===== config.mk =====
export PLATFORM = sky130hd
export DESIGN_NAME = rtc_core
export DESIGN_NICKNAME = d
export VERILOG_FILES = /design/src/rtl/rtc_pkg.sv /design/src/rtl/rtc_prescaler.sv /design/src/rtl/rtc_calendar.sv /design/src/rtl/rtc_core.sv
export SDC_FILE = /design/constraint.sdc
export NUM_CORES = 1
export LEC_CHECK = 0
export ABC_AREA = 1
export BUFFER_PORTS_ARGS = -buffer_cell sky130_fd_sc_hd__buf_2
export CELL_PAD_IN_SITES_DETAIL_PLACEMENT = 1
export CELL_PAD_IN_SITES_GLOBAL_PLACEMENT = 1
export CORE_ASPECT_RATIO = 0.9
export CORE_MARGIN = 10
export CORE_UTILIZATION = 45
export DETAILED_ROUTE_END_ITERATION = 6
export GPL_ROUTABILITY_DRIVEN = 0
export PLACE_DENSITY = 0.93
export RECOVER_POWER = 100
export SLEW_MARGIN = 15
export SYNTH_ARGS = -nofsm -noshare
export SYNTH_HDL_FRONTEND = slang
export SYNTH_SLANG_ARGS = --single-unit

===== constraint.sdc =====
create_clock -name clk -period 10.1 [get_ports clk]
set_clock_uncertainty 0.1 [all_clocks]
set_input_delay 0.505 -clock clk [delete_from_list [all_inputs] [get_ports clk]]
set_output_delay 0.505 -clock clk [all_outputs]
set_load 0.05 [all_outputs]

===== src/rtl/rtc_pkg.sv =====
package rtc_pkg;

    typedef enum logic [2:0] {
        F_SEC   = 3'd0,
        F_MIN   = 3'd1,
        F_HOUR  = 3'd2,
        F_WDAY  = 3'd3,
        F_DATE  = 3'd4,
        F_MONTH = 3'd5,
        F_YEAR  = 3'd6,
        F_NONE  = 3'd7
    } field_e;

    typedef struct packed {
        logic [7:0] sec;
        logic [7:0] min;
        logic [7:0] hour;
        logic [7:0] wday;
        logic [7:0] date;
        logic [7:0] month;   // bit 7 century flag
        logic [7:0] year;
    } rtc_time_t;

    typedef struct packed {
        logic [7:0] hour;
        logic       midnight;
    } hour_step_t;

    localparam rtc_time_t RESET_TIME = '{
        sec: 8'h00, min: 8'h00, hour: 8'h00, wday: 8'h01,
        date: 8'h01, month: 8'h01, year: 8'h00
    };

    function automatic logic [6:0] bcd2bin(input logic [7:0] b);
        return 7'(b[7:4]) * 7'd10 + 7'(b[3:0]);
    endfunction

    function automatic logic [7:0] bin2bcd(input logic [6:0] v);
        logic [6:0] t;
        logic [6:0] o;
        t = v / 7'd10;
        o = v % 7'd10;
        return {t[3:0], o[3:0]};
    endfunction

    function automatic logic [6:0] month_days(input logic [6:0] mon, input logic [6:0] yr);
        logic [6:0] d;
        case (mon)
            7'd2:                      d = (yr[1:0] == 2'b00) ? 7'd29 : 7'd28;
            7'd4, 7'd6, 7'd9, 7'd11:   d = 7'd30;
            default:                   d = 7'd31;
        endcase
        return d;
    endfunction

    function automatic hour_step_t hour_next(input logic [7:0] h);
        hour_step_t r;
        logic [6:0] v;
        logic [7:0] b;
        logic       pm;
        r.midnight = 1'b0;
        pm = h[5];
        if (h[6]) begin
            v = (h[4] ? 7'd10 : 7'd0) + 7'(h[3:0]);
            if (v == 7'd11) begin
                v = 7'd12;
                pm = ~h[5];
                r.midnight = h[5];
            end else if (v == 7'd12) begin
                v = 7'd1;
            end else begin
                v = v + 7'd1;
            end
            b = bin2bcd(v);
            r.hour = {1'b0, 1'b1, pm, b[4:0]};
        end else begin
            v = (h[5] ? 7'd20 : 7'd0) + (h[4] ? 7'd10 : 7'd0) + 7'(h[3:0]);
            if (v == 7'd23) begin
                v = 7'd0;
                r.midnight = 1'b1;
            end else begin
                v = v + 7'd1;
            end
            b = bin2bcd(v);
            r.hour = {2'b00, b[5:0]};
        end
        return r;
    endfunction

endpackage


===== src/rtl/rtc_prescaler.sv =====
module rtc_prescaler #(
    parameter int DIV_W = 15
) (
    input  logic clk,
    input  logic rst,
    input  logic tick_en,
    input  logic clr,
    output logic sec_tick,
    output logic ref_hi
);
    localparam logic [DIV_W-1:0] TOP = '1;

    logic [DIV_W-1:0] cnt;

    always_ff @(posedge clk) begin
        if (rst || clr) begin
            cnt <= TOP;
        end else if (tick_en) begin
            cnt <= cnt - 1'b1;
        end
    end

    assign sec_tick = tick_en && (cnt == '0);
    assign ref_hi   = ~cnt[DIV_W-1];

    // a restart leaves the reference low
    assert_clr_ref_low_R10: assert property (@(posedge clk) disable iff (rst)
        clr |=> !ref_hi);

    // the reference only rises on an enable pulse
    assert_ref_needs_pulse_R11: assert property (@(posedge clk) disable iff (rst)
        $rose(ref_hi) |-> $past(tick_en));

endmodule


===== src/rtl/rtc_calendar.sv =====
module rtc_calendar
    import rtc_pkg::*;
(
    input  logic      clk,
    input  logic      rst,
    input  logic      sec_tick,
    input  logic      wr_en,
    input  logic [2:0] wr_addr,
    input  logic [7:0] wr_data,
    output rtc_time_t cur
);
    rtc_time_t  nxt;
    hour_step_t hs;
    logic [6:0] s_b, m_b, d_b, mo_b, y_b, last_day;

    always_comb begin
        s_b      = bcd2bin(cur.sec);
        m_b      = bcd2bin(cur.min);
        d_b      = bcd2bin(cur.date);
        mo_b     = bcd2bin({3'b000, cur.month[4:0]});
        y_b      = bcd2bin(cur.year);
        last_day = month_days(mo_b, y_b);
        hs       = hour_next(cur.hour);
        nxt      = cur;
        if (wr_en) begin
            case (field_e'(wr_addr))
                F_SEC:   nxt.sec   = {1'b0, wr_data[6:0]};
                F_MIN:   nxt.min   = {1'b0, wr_data[6:0]};
                F_HOUR:  nxt.hour  = {1'b0, wr_data[6:0]};
                F_WDAY:  nxt.wday  = {5'b0, wr_data[2:0]};
                F_DATE:  nxt.date  = {2'b0, wr_data[5:0]};
                F_MONTH: nxt.month = {wr_data[7], 2'b0, wr_data[4:0]};
                F_YEAR:  nxt.year  = wr_data;
                default: nxt = cur;
            endcase
        end else if (sec_tick) begin
            if (s_b != 7'd59) begin
                nxt.sec = bin2bcd(s_b + 7'd1);
            end else begin
                nxt.sec = 8'h00;
                if (m_b != 7'd59) begin
                    nxt.min = bin2bcd(m_b + 7'd1);
                end else begin
                    nxt.min  = 8'h00;
                    nxt.hour = hs.hour;
                    if (hs.midnight) begin
                        nxt.wday = (cur.wday == 8'd7) ? 8'd1 : cur.wday + 8'd1;
                        if (d_b != last_day) begin
                            nxt.date = bin2bcd(d_b + 7'd1);
                        end else begin
                            nxt.date = 8'h01;
                            if (mo_b != 7'd12) begin
                                nxt.month = {cur.month[7], bin2bcd(mo_b + 7'd1)[6:0]};
                            end else begin
                                nxt.month = {cur.month[7], 7'h01};
                                if (y_b != 7'd99) begin
                                    nxt.year = bin2bcd(y_b + 7'd1);
                                end else begin
                                    nxt.year     = 8'h00;
                                    nxt.month[7] = ~cur.month[7];
                                end
                            end
                        end
                    end
                end
            end
        end
    end

    always_ff @(posedge clk) begin
        if (rst) cur <= RESET_TIME;
        else     cur <= nxt;
    end

    // seconds wrap to zero
    assert_sec_wrap_R2: assert property (@(posedge clk) disable iff (rst)
        (sec_tick && !wr_en && cur.sec == 8'h59) |=> cur.sec == 8'h00);

    // PM flips on the 11 -> 12 step
    assert_pm_flip_R4: assert property (@(posedge clk) disable iff (rst)
        (sec_tick && !wr_en && cur.hour[6] && cur.hour[4:0] == 5'h11
         && cur.min == 8'h59 && cur.sec == 8'h59) |=> cur.hour[5] != $past(cur.hour[5]));

    // the mode bit never moves without a load
    assert_mode_stable_R3: assert property (@(posedge clk) disable iff (rst)
        !wr_en |=> cur.hour[6] == $past(cur.hour[6]));

    // day of week stays in 1..7
    assert_wday_range_R5: assert property (@(posedge clk) disable iff (rst)
        cur.wday != 8'd0 && cur.wday <= 8'd7);

    // the century flag only flips on a 99 -> 00 year wrap
    assert_century_R8: assert property (@(posedge clk) disable iff (rst)
        (!$past(wr_en) && cur.month[7] != $past(cur.month[7]))
        |-> ($past(cur.year) == 8'h99 && cur.year == 8'h00));

endmodule


===== src/rtl/rtc_core.sv =====
module rtc_core
    import rtc_pkg::*;
#(
    parameter int DIV_W = 15
) (
    input  logic       clk,
    input  logic       rst,
    input  logic       tick_en,
    input  logic       wr_en,
    input  logic [2:0] wr_addr,
    input  logic [7:0] wr_data,
    output logic [7:0] sec_o,
    output logic [7:0] min_o,
    output logic [7:0] hour_o,
    output logic [7:0] wday_o,
    output logic [7:0] date_o,
    output logic [7:0] month_o,
    output logic [7:0] year_o,
    output logic       sec_tick_o,
    output logic       ref_1hz_o
);
    rtc_time_t t;
    logic      restart;

    assign restart = wr_en && (field_e'(wr_addr) == F_SEC);

    rtc_prescaler #(.DIV_W(DIV_W)) u_pre (
        .clk     (clk),
        .rst     (rst),
        .tick_en (tick_en),
        .clr     (restart),
        .sec_tick(sec_tick_o),
        .ref_hi  (ref_1hz_o)
    );

    rtc_calendar u_cal (
        .clk     (clk),
        .rst     (rst),
        .sec_tick(sec_tick_o),
        .wr_en   (wr_en),
        .wr_addr (wr_addr),
        .wr_data (wr_data),
        .cur     (t)
    );

    assign sec_o   = t.sec;
    assign min_o   = t.min;
    assign hour_o  = t.hour;
    assign wday_o  = t.wday;
    assign date_o  = t.date;
    assign month_o = t.month;
    assign year_o  = t.year;

endmodule


==> summary.md, run 1 <==
| Metric | Value |
|---|---|
| Status | `complete, no violations` |
| Most used cell, CP | `nand2_1` |
| VDD IR-drop max | `0.09536 mV` |
| Achievable Freq | `198.7 MHz` |
| Vias per cell | `5.547` |
| Die X | `156.0 µm` |
| Final cycle utilization of the critical path | `49.83%` |
| WS Path Type | `register to register` |
| Synth Warn # | `0` |
| Internal Power | `482.2 µW` |
| Wirelength per Cell | `16.33 µm` |
| Required @ worst endpoint | `10290 ps` |
| Post-synthesis async set-or-reset flop share | `0%` |
| Mapped Nets | `1282` |
| Arr. time, crit path | `5220 ps` |
| Max-cap viol count | `0` |
| CTS Buf Count | `9` |
| RSZ-0062 raised after global routing | `false` |
| Fin. Hold Viols | `0` |
| Post-route cell area | `8179 µm²` |
| Number of diodes | `0` |
| Most common cell after layout, fill and taps aside | `nand2_1` |
| Lkg Pwr | `0.004029 µW` |
| DP HPWL | `19640 µm` |
| Most frequent cells in the layout | `340 x nand2_1, 151 x inv_1, 122 x nand3_1` |
| Via count | `8160` |
| Final Max Tran Viols | `0` |
| Crit. End Element | `register` |
| Clock share of power | `45.0%` |
| Fin nets | `1350` |
| Avg Cell Area, Syn | `6.291 µm²` |
| Critical Path Source Type | `register` |
| Vias in the first global route | `8303` |
| Die area | `22220 µm²` |
| DR pass1 iterations | `4` |
| Sw frac | `28.23%` |
| Post-synth EDFFs | `0` |
| Slew HR | `13.97%` |
| Final ANT Viol Nets | `0` |
| Count of distinct cell types in the synthesized netlist | `55` |
| Maximum clock insertion buffer count | `2` |
| Sequential-to-total area share from yosys stat | `18.70%` |
| Largest net degree at the start of global routing | `30` |
| Post-CTS Resized | `0` |
| GRT Overall Usage | `21.45%` |
| Final setup TNS | `0 ps` |
| Worst-Margin Slew | `1290 ps` |
| Layout cells sized above 1 | `8.070%` |
| WHS | `368.1 ps` |
| Logic pwr share | `12.9%` |
| Synth Cell Area | `7492 µm²` |
| Hold Path Class | `register to register` |
| Port bufs | `71` |
| Initial Utilization | `46.13%` |
| Initial antenna violation count | `0` |
| PwrDens | `82.15 nW/µm²` |
| Drt drc | `0` |
| Setup violators final | `0` |
| Grt ovf | `0` |
| Post-route minimum period | `5033 ps` |
| DR iter-0 viols | `403` |
| Worst-path clk slew | `60 ps` |
| CP peak stage delay | `560 ps` |
| Total placed instance area | `8036 µm²` |
| Clk sink count | `70` |
| Final Util | `50.36%` |
| Seq pwr share | `42.1%` |
| Area grow syn2layout | `9.168%` |
| DRT Wirelength | `24020 µm` |
| Rows | `44` |
| Post-synthesis cell count | `1191` |
| Die Height | `142.4 µm` |
| Core area | `16240 µm²` |
| Slowest-stage cell, CP | `fa_1` |
| Root Driver | `clkbuf_16` |
| Psw | `189.7 µW` |
| IO Count | `73` |
| # Post-CTS Setup Buffers | `0` |
| Crit-path max FO | `5` |
| Clk_lat worst skew | `350 ps` |
| First-pass GRT wire length | `40300 µm` |
| CTS Hold Bufs | `0` |
| H-tree levels | `3` |
| Register bit total from synthesis | `70` |
| Synth Flop Type | `dfxtp_1` |
| CTS tree | `yes` |
## power groups by stage
| stage | logic, µW | clock network (µW) | registers (µW) |
|---|---|---|---|
| final | 86.4 | 303 | 283 |
| after global routing | 95.9 | 316 | 283 |
| after CTS | 86.7 | 306 | 283 |
| after detailed placement | 85.6 | 0 | 289 |
| after global placement | 81.9 | 0 | 289 |
| after floorplan | 54.9 | 0 | 294 |
## through the flow
step | total power, µW | instances | setup slack (ps)
floorplan | 349.0 | 1191 | 5715
global placement | 370.5 | 1455 | 5874
detailed placement | 374.3 | 1455 | 5525
CTS | 675.5 | 1471 | 5470
global route | 695.2 | 1471 | 4514
finish | 671.9 | 1471 | 5067
## final timing paths
check	startpoint	cells past startpoint	slack, ps	to
min reg2reg	u_cal.cur[13]	2	370	u_cal.cur[13]
min	u_cal.cur[13]	2	370	u_cal.cur[13]
max	u_cal.cur[36]	31	5070	u_cal.cur[34]
max reg2reg	u_cal.cur[36]	31	5070	u_cal.cur[34]
## cell type report
class                           instances  area [µm²]
Sequential cell                        70        1401
Fill cell                            2319        8061
Multi-Input combinational cell        937        5319
Inverter                              169       634.4
Tap cell                              207       259.0
Clock inverter                          3       18.77
Clock buffer                           13       260.3
Timing Repair Buffer                   72       286.5
## critical path: cells and delay by family, from the launching register on
| kind | cells | cell delay (ps) |
|---|---|---|
| AOI/OAI and AO/OA | 3 | 780 |
| adders and majority gates | 5 | 1370 |
| DFF | 1 | 340 |
| buffers and inverters | 6 | 470 |
| and+or+nand+nor | 17 | 1910 |
## Yosys cell counts, drive strengths merged, types with 2 or more instances
| cell | n | share of area [%] |
|---|---|---|
| a21oi | 53 | 3.8 |
| a221oi | 3 | 0.35 |
| a31oi | 19 | 1.7 |
| buf | 6 | 0.58 |
| clkbuf | 9 | 0.45 |
| clkinv | 4 | 0.20 |
| dfxtp | 70 | 19 |
| fa | 9 | 2.4 |
| ha | 67 | 11 |
| inv | 165 | 8.3 |
| nand2 | 358 | 19 |
| nand3 | 134 | 10 |
| nand3b | 8 | 0.85 |
| nand4 | 33 | 3.1 |
| nor2 | 96 | 5.0 |
| nor3 | 19 | 1.3 |
| nor4 | 6 | 0.70 |
| o211ai | 8 | 1.1 |
| o21a | 2 | 0.20 |
| o21ai | 71 | 4.9 |
| o31ai | 3 | 0.30 |
| or2 | 8 | 0.67 |
| xnor2 | 10 | 1.4 |
| xor2 | 20 | 2.8 |
## flip-flops by register name, summed over array words and instances (netlist names)
name and flops:
u_cal.cur 55, u_pre.cnt 15
## per-layer routing
layer | vias up | part of all wire, % | GRT usage [%]
li1 | 4064 | - | -
met3 | 42 | 3.8 | 3.264
met4 | 0 | 1.9 | 6.504
met2 | 135 | 49 | 37.82
met5 | - | 0 | 0
met1 | 3919 | 45 | 26.26
## cell families after synthesis
group                    synth area share [%]
XOR/XNOR                                4.259
flip-flops                              18.70
buffers and inverters                   9.502
AO/OA/AOI/OAI                           13.11
other                                 0.05005
adder cells (fa/ha/maj)                 13.59
AND/OR/NAND/NOR                         40.78
Power figures use the tool's default switching activity.
==> run 2: changes to the inputs <==
CORE_UTILIZATION = 43   (was 45)
PLACE_DENSITY = 0.9   (was 0.93)
clock period = 5.1 ns   (was 10.1 ns; I/O delays follow)
==> summary.md, run 2 (synthesis results as in run 1) <==
| Metric | Value |
|---|---|
| Status | `complete, no violations` |
| Vias per cell | `5.465` |
| Setup violators final | `0` |
| Lkg Pwr | `0.004047 µW` |
| Logic pwr share | `12.3%` |
| Rows | `45` |
| Hold depth | `3` |
| Crit. End Element | `register` |
| Root Driver | `clkbuf_16` |
| Required @ worst endpoint | `5270 ps` |
| Slew HR | `6.957%` |
| Die Height | `145.2 µm` |
| Reg2Reg Setup Slack | `390 ps` |
| GRT Overall Usage | `20.79%` |
| Seq pwr share | `39.9%` |
| Vias in the first global route | `8489` |
| Total Power | `1403 µW` |
| CTS tree | `yes` |
| Post-route cell area | `8255 µm²` |
| First-pass GRT wire length | `41190 µm` |
| Final Max Tran Viols | `0` |
| Final ANT Viol Nets | `0` |
| Sw frac | `28.31%` |
| Area grow syn2layout | `10.19%` |
| Worst hold endpoint | `u_cal.cur[44]` |
| IO Count | `73` |
| FF-to-FF End | `u_cal.cur[37]` |
| R2R depth | `17` |
| Die area | `23110 µm²` |
| # Post-CTS Setup Buffers | `0` |
| Number of diodes | `0` |
| Inst Count DP | `1484` |
| Crit-path max FO | `8` |
| Layout cells sized above 1 | `8.458%` |
| Most frequent cells in the layout | `340 x nand2_1, 151 x inv_1, 120 x nand3_1` |
| Psw | `397.2 µW` |
| Non-Filler Instances | `1500` |
| Worst-path clk slew | `60 ps` |
| Crit. Startpoint | `u_cal.cur[55]` |
| Maximum clock insertion buffer count | `2` |
| PwrDens | `169.9 nW/µm²` |
| Initial antenna violation count | `0` |
| Critical Path Source Type | `register` |
| Hold Path Class | `primary input to register` |
| DR pass1 iterations | `5` |
| Final setup TNS | `0 ps` |
| Largest net degree at the start of global routing | `30` |
| Post-route minimum period | `4715 ps` |
| VDD IR-drop max | `0.1891 mV` |
| DP HPWL | `19510 µm` |
| Clock share of power | `47.8%` |
| Hold_sp | `wr_data[4]` |
| Grt ovf | `0` |
| CTS Buf Count | `9` |
| Clk sink count | `70` |
| Core area | `17000 µm²` |
| H-tree levels | `3` |
| Fin nets | `1351` |
| DR iter-0 viols | `388` |
| Drt drc | `0` |
| Top reg by flops | `u_cal.cur` |
| Internal Power | `1006 µW` |
| Initial Utilization | `44.06%` |
| RR Startpoint | `u_cal.cur[55]` |
| WHS | `134.7 ps` |
| Max-cap viol count | `0` |
| Fin. Hold Viols | `0` |
| Worst-Margin Slew | `1396 ps` |
| WS Path Type | `register to register` |
| Port bufs | `71` |
| Most common cell after layout, fill and taps aside | `nand2_1` |
| Biggest regs | `u_cal.cur x55, u_pre.cnt x15` |
| Max reg flops | `55` |
| DRT Wirelength | `24870 µm` |
| Wirelength per Cell | `16.58 µm` |
| Final cycle utilization of the critical path | `92.45%` |
| Die X | `159.1 µm` |
| Arr. time, crit path | `4880 ps` |
| Clk_lat worst skew | `350 ps` |
| RSZ-0062 raised after global routing | `false` |
| Total placed instance area | `8079 µm²` |
| Via count | `8197` |
| Achievable Freq | `212.1 MHz` |
| CTS Hold Bufs | `0` |
| Fill count | `2419` |
| Post-CTS Resized | `0` |
-- run 2: critical path, cell delays in order (launching register included) --
cell and delay (ps):
dfxtp_1 440, ha_1 280, ha_1 210, fa_1 600
nand2_1 80, nor2_1 110, nand2_1 80, nand3_1 90
nand2_1 140, nor4_1 780, nor2_1 240, nor2_1 180
inv_1 100, a21oi_1 450, inv_1 240, a21oi_1 210
o21ai_0 100, a31oi_1 190
-- run 2: routing by layer --
| metal | routed length, µm | up-vias | global-route usage [%] |
|---|---|---|---|
| met5 | 0 | - | 0 |
| met1 | 11050 | 3925 | 25.24 |
| li1 | - | 4063 | - |
| met2 | 12310 | 167 | 37.03 |
| met3 | 996 | 42 | 3.417 |
| met4 | 510 | 0 | 5.556 |
-- run 2: through the flow --
step           setup slack, ps  utilization, %
6_report                 385.2           48.55
5_1_grt                  55.51           48.55
4_1_cts                  562.0           49.33
3_5_place_dp             593.6           47.51
3_3_place_gp             854.5           47.51
2_1_floorplan            714.5               -
-- run 2: power by group through the flow --
stage / Clock (µW) / Sequential (µW) / Combinational, µW
3_3_place_gp: 0 / 571 / 164
4_1_cts: 670 / 560 / 173
5_1_grt: 696 / 561 / 191
3_5_place_dp: 0 / 572 / 170
2_1_floorplan: 0 / 583 / 109
6_report: 670 / 560 / 173
-- run 2: final cells by class --
| class | instances | area [µm²] | share of cell area [%] |
|---|---|---|---|
| Inverter | 169 | 634.4 | 7.684 |
| Clock inverter | 5 | 56.30 | 0.6820 |
| Multi-Input combinational cell | 937 | 5323 | 64.47 |
| Timing Repair Buffer | 73 | 294.0 | 3.562 |
| Sequential cell | 70 | 1401 | 16.97 |
| Tap cell | 235 | 294.0 | 3.562 |
| Clock buffer | 11 | 252.7 | 3.062 |
-- run 2: worst max-delay path by stage --
stage	endpoint	slack [ps]
6_report	u_cal.cur[37]	390
5_1_grt	u_cal.cur[35]	60
2_1_floorplan	u_cal.cur[35]	710
3_3_place_gp	u_cal.cur[35]	850
3_5_place_dp	u_cal.cur[35]	590
4_1_cts	u_cal.cur[35]	560
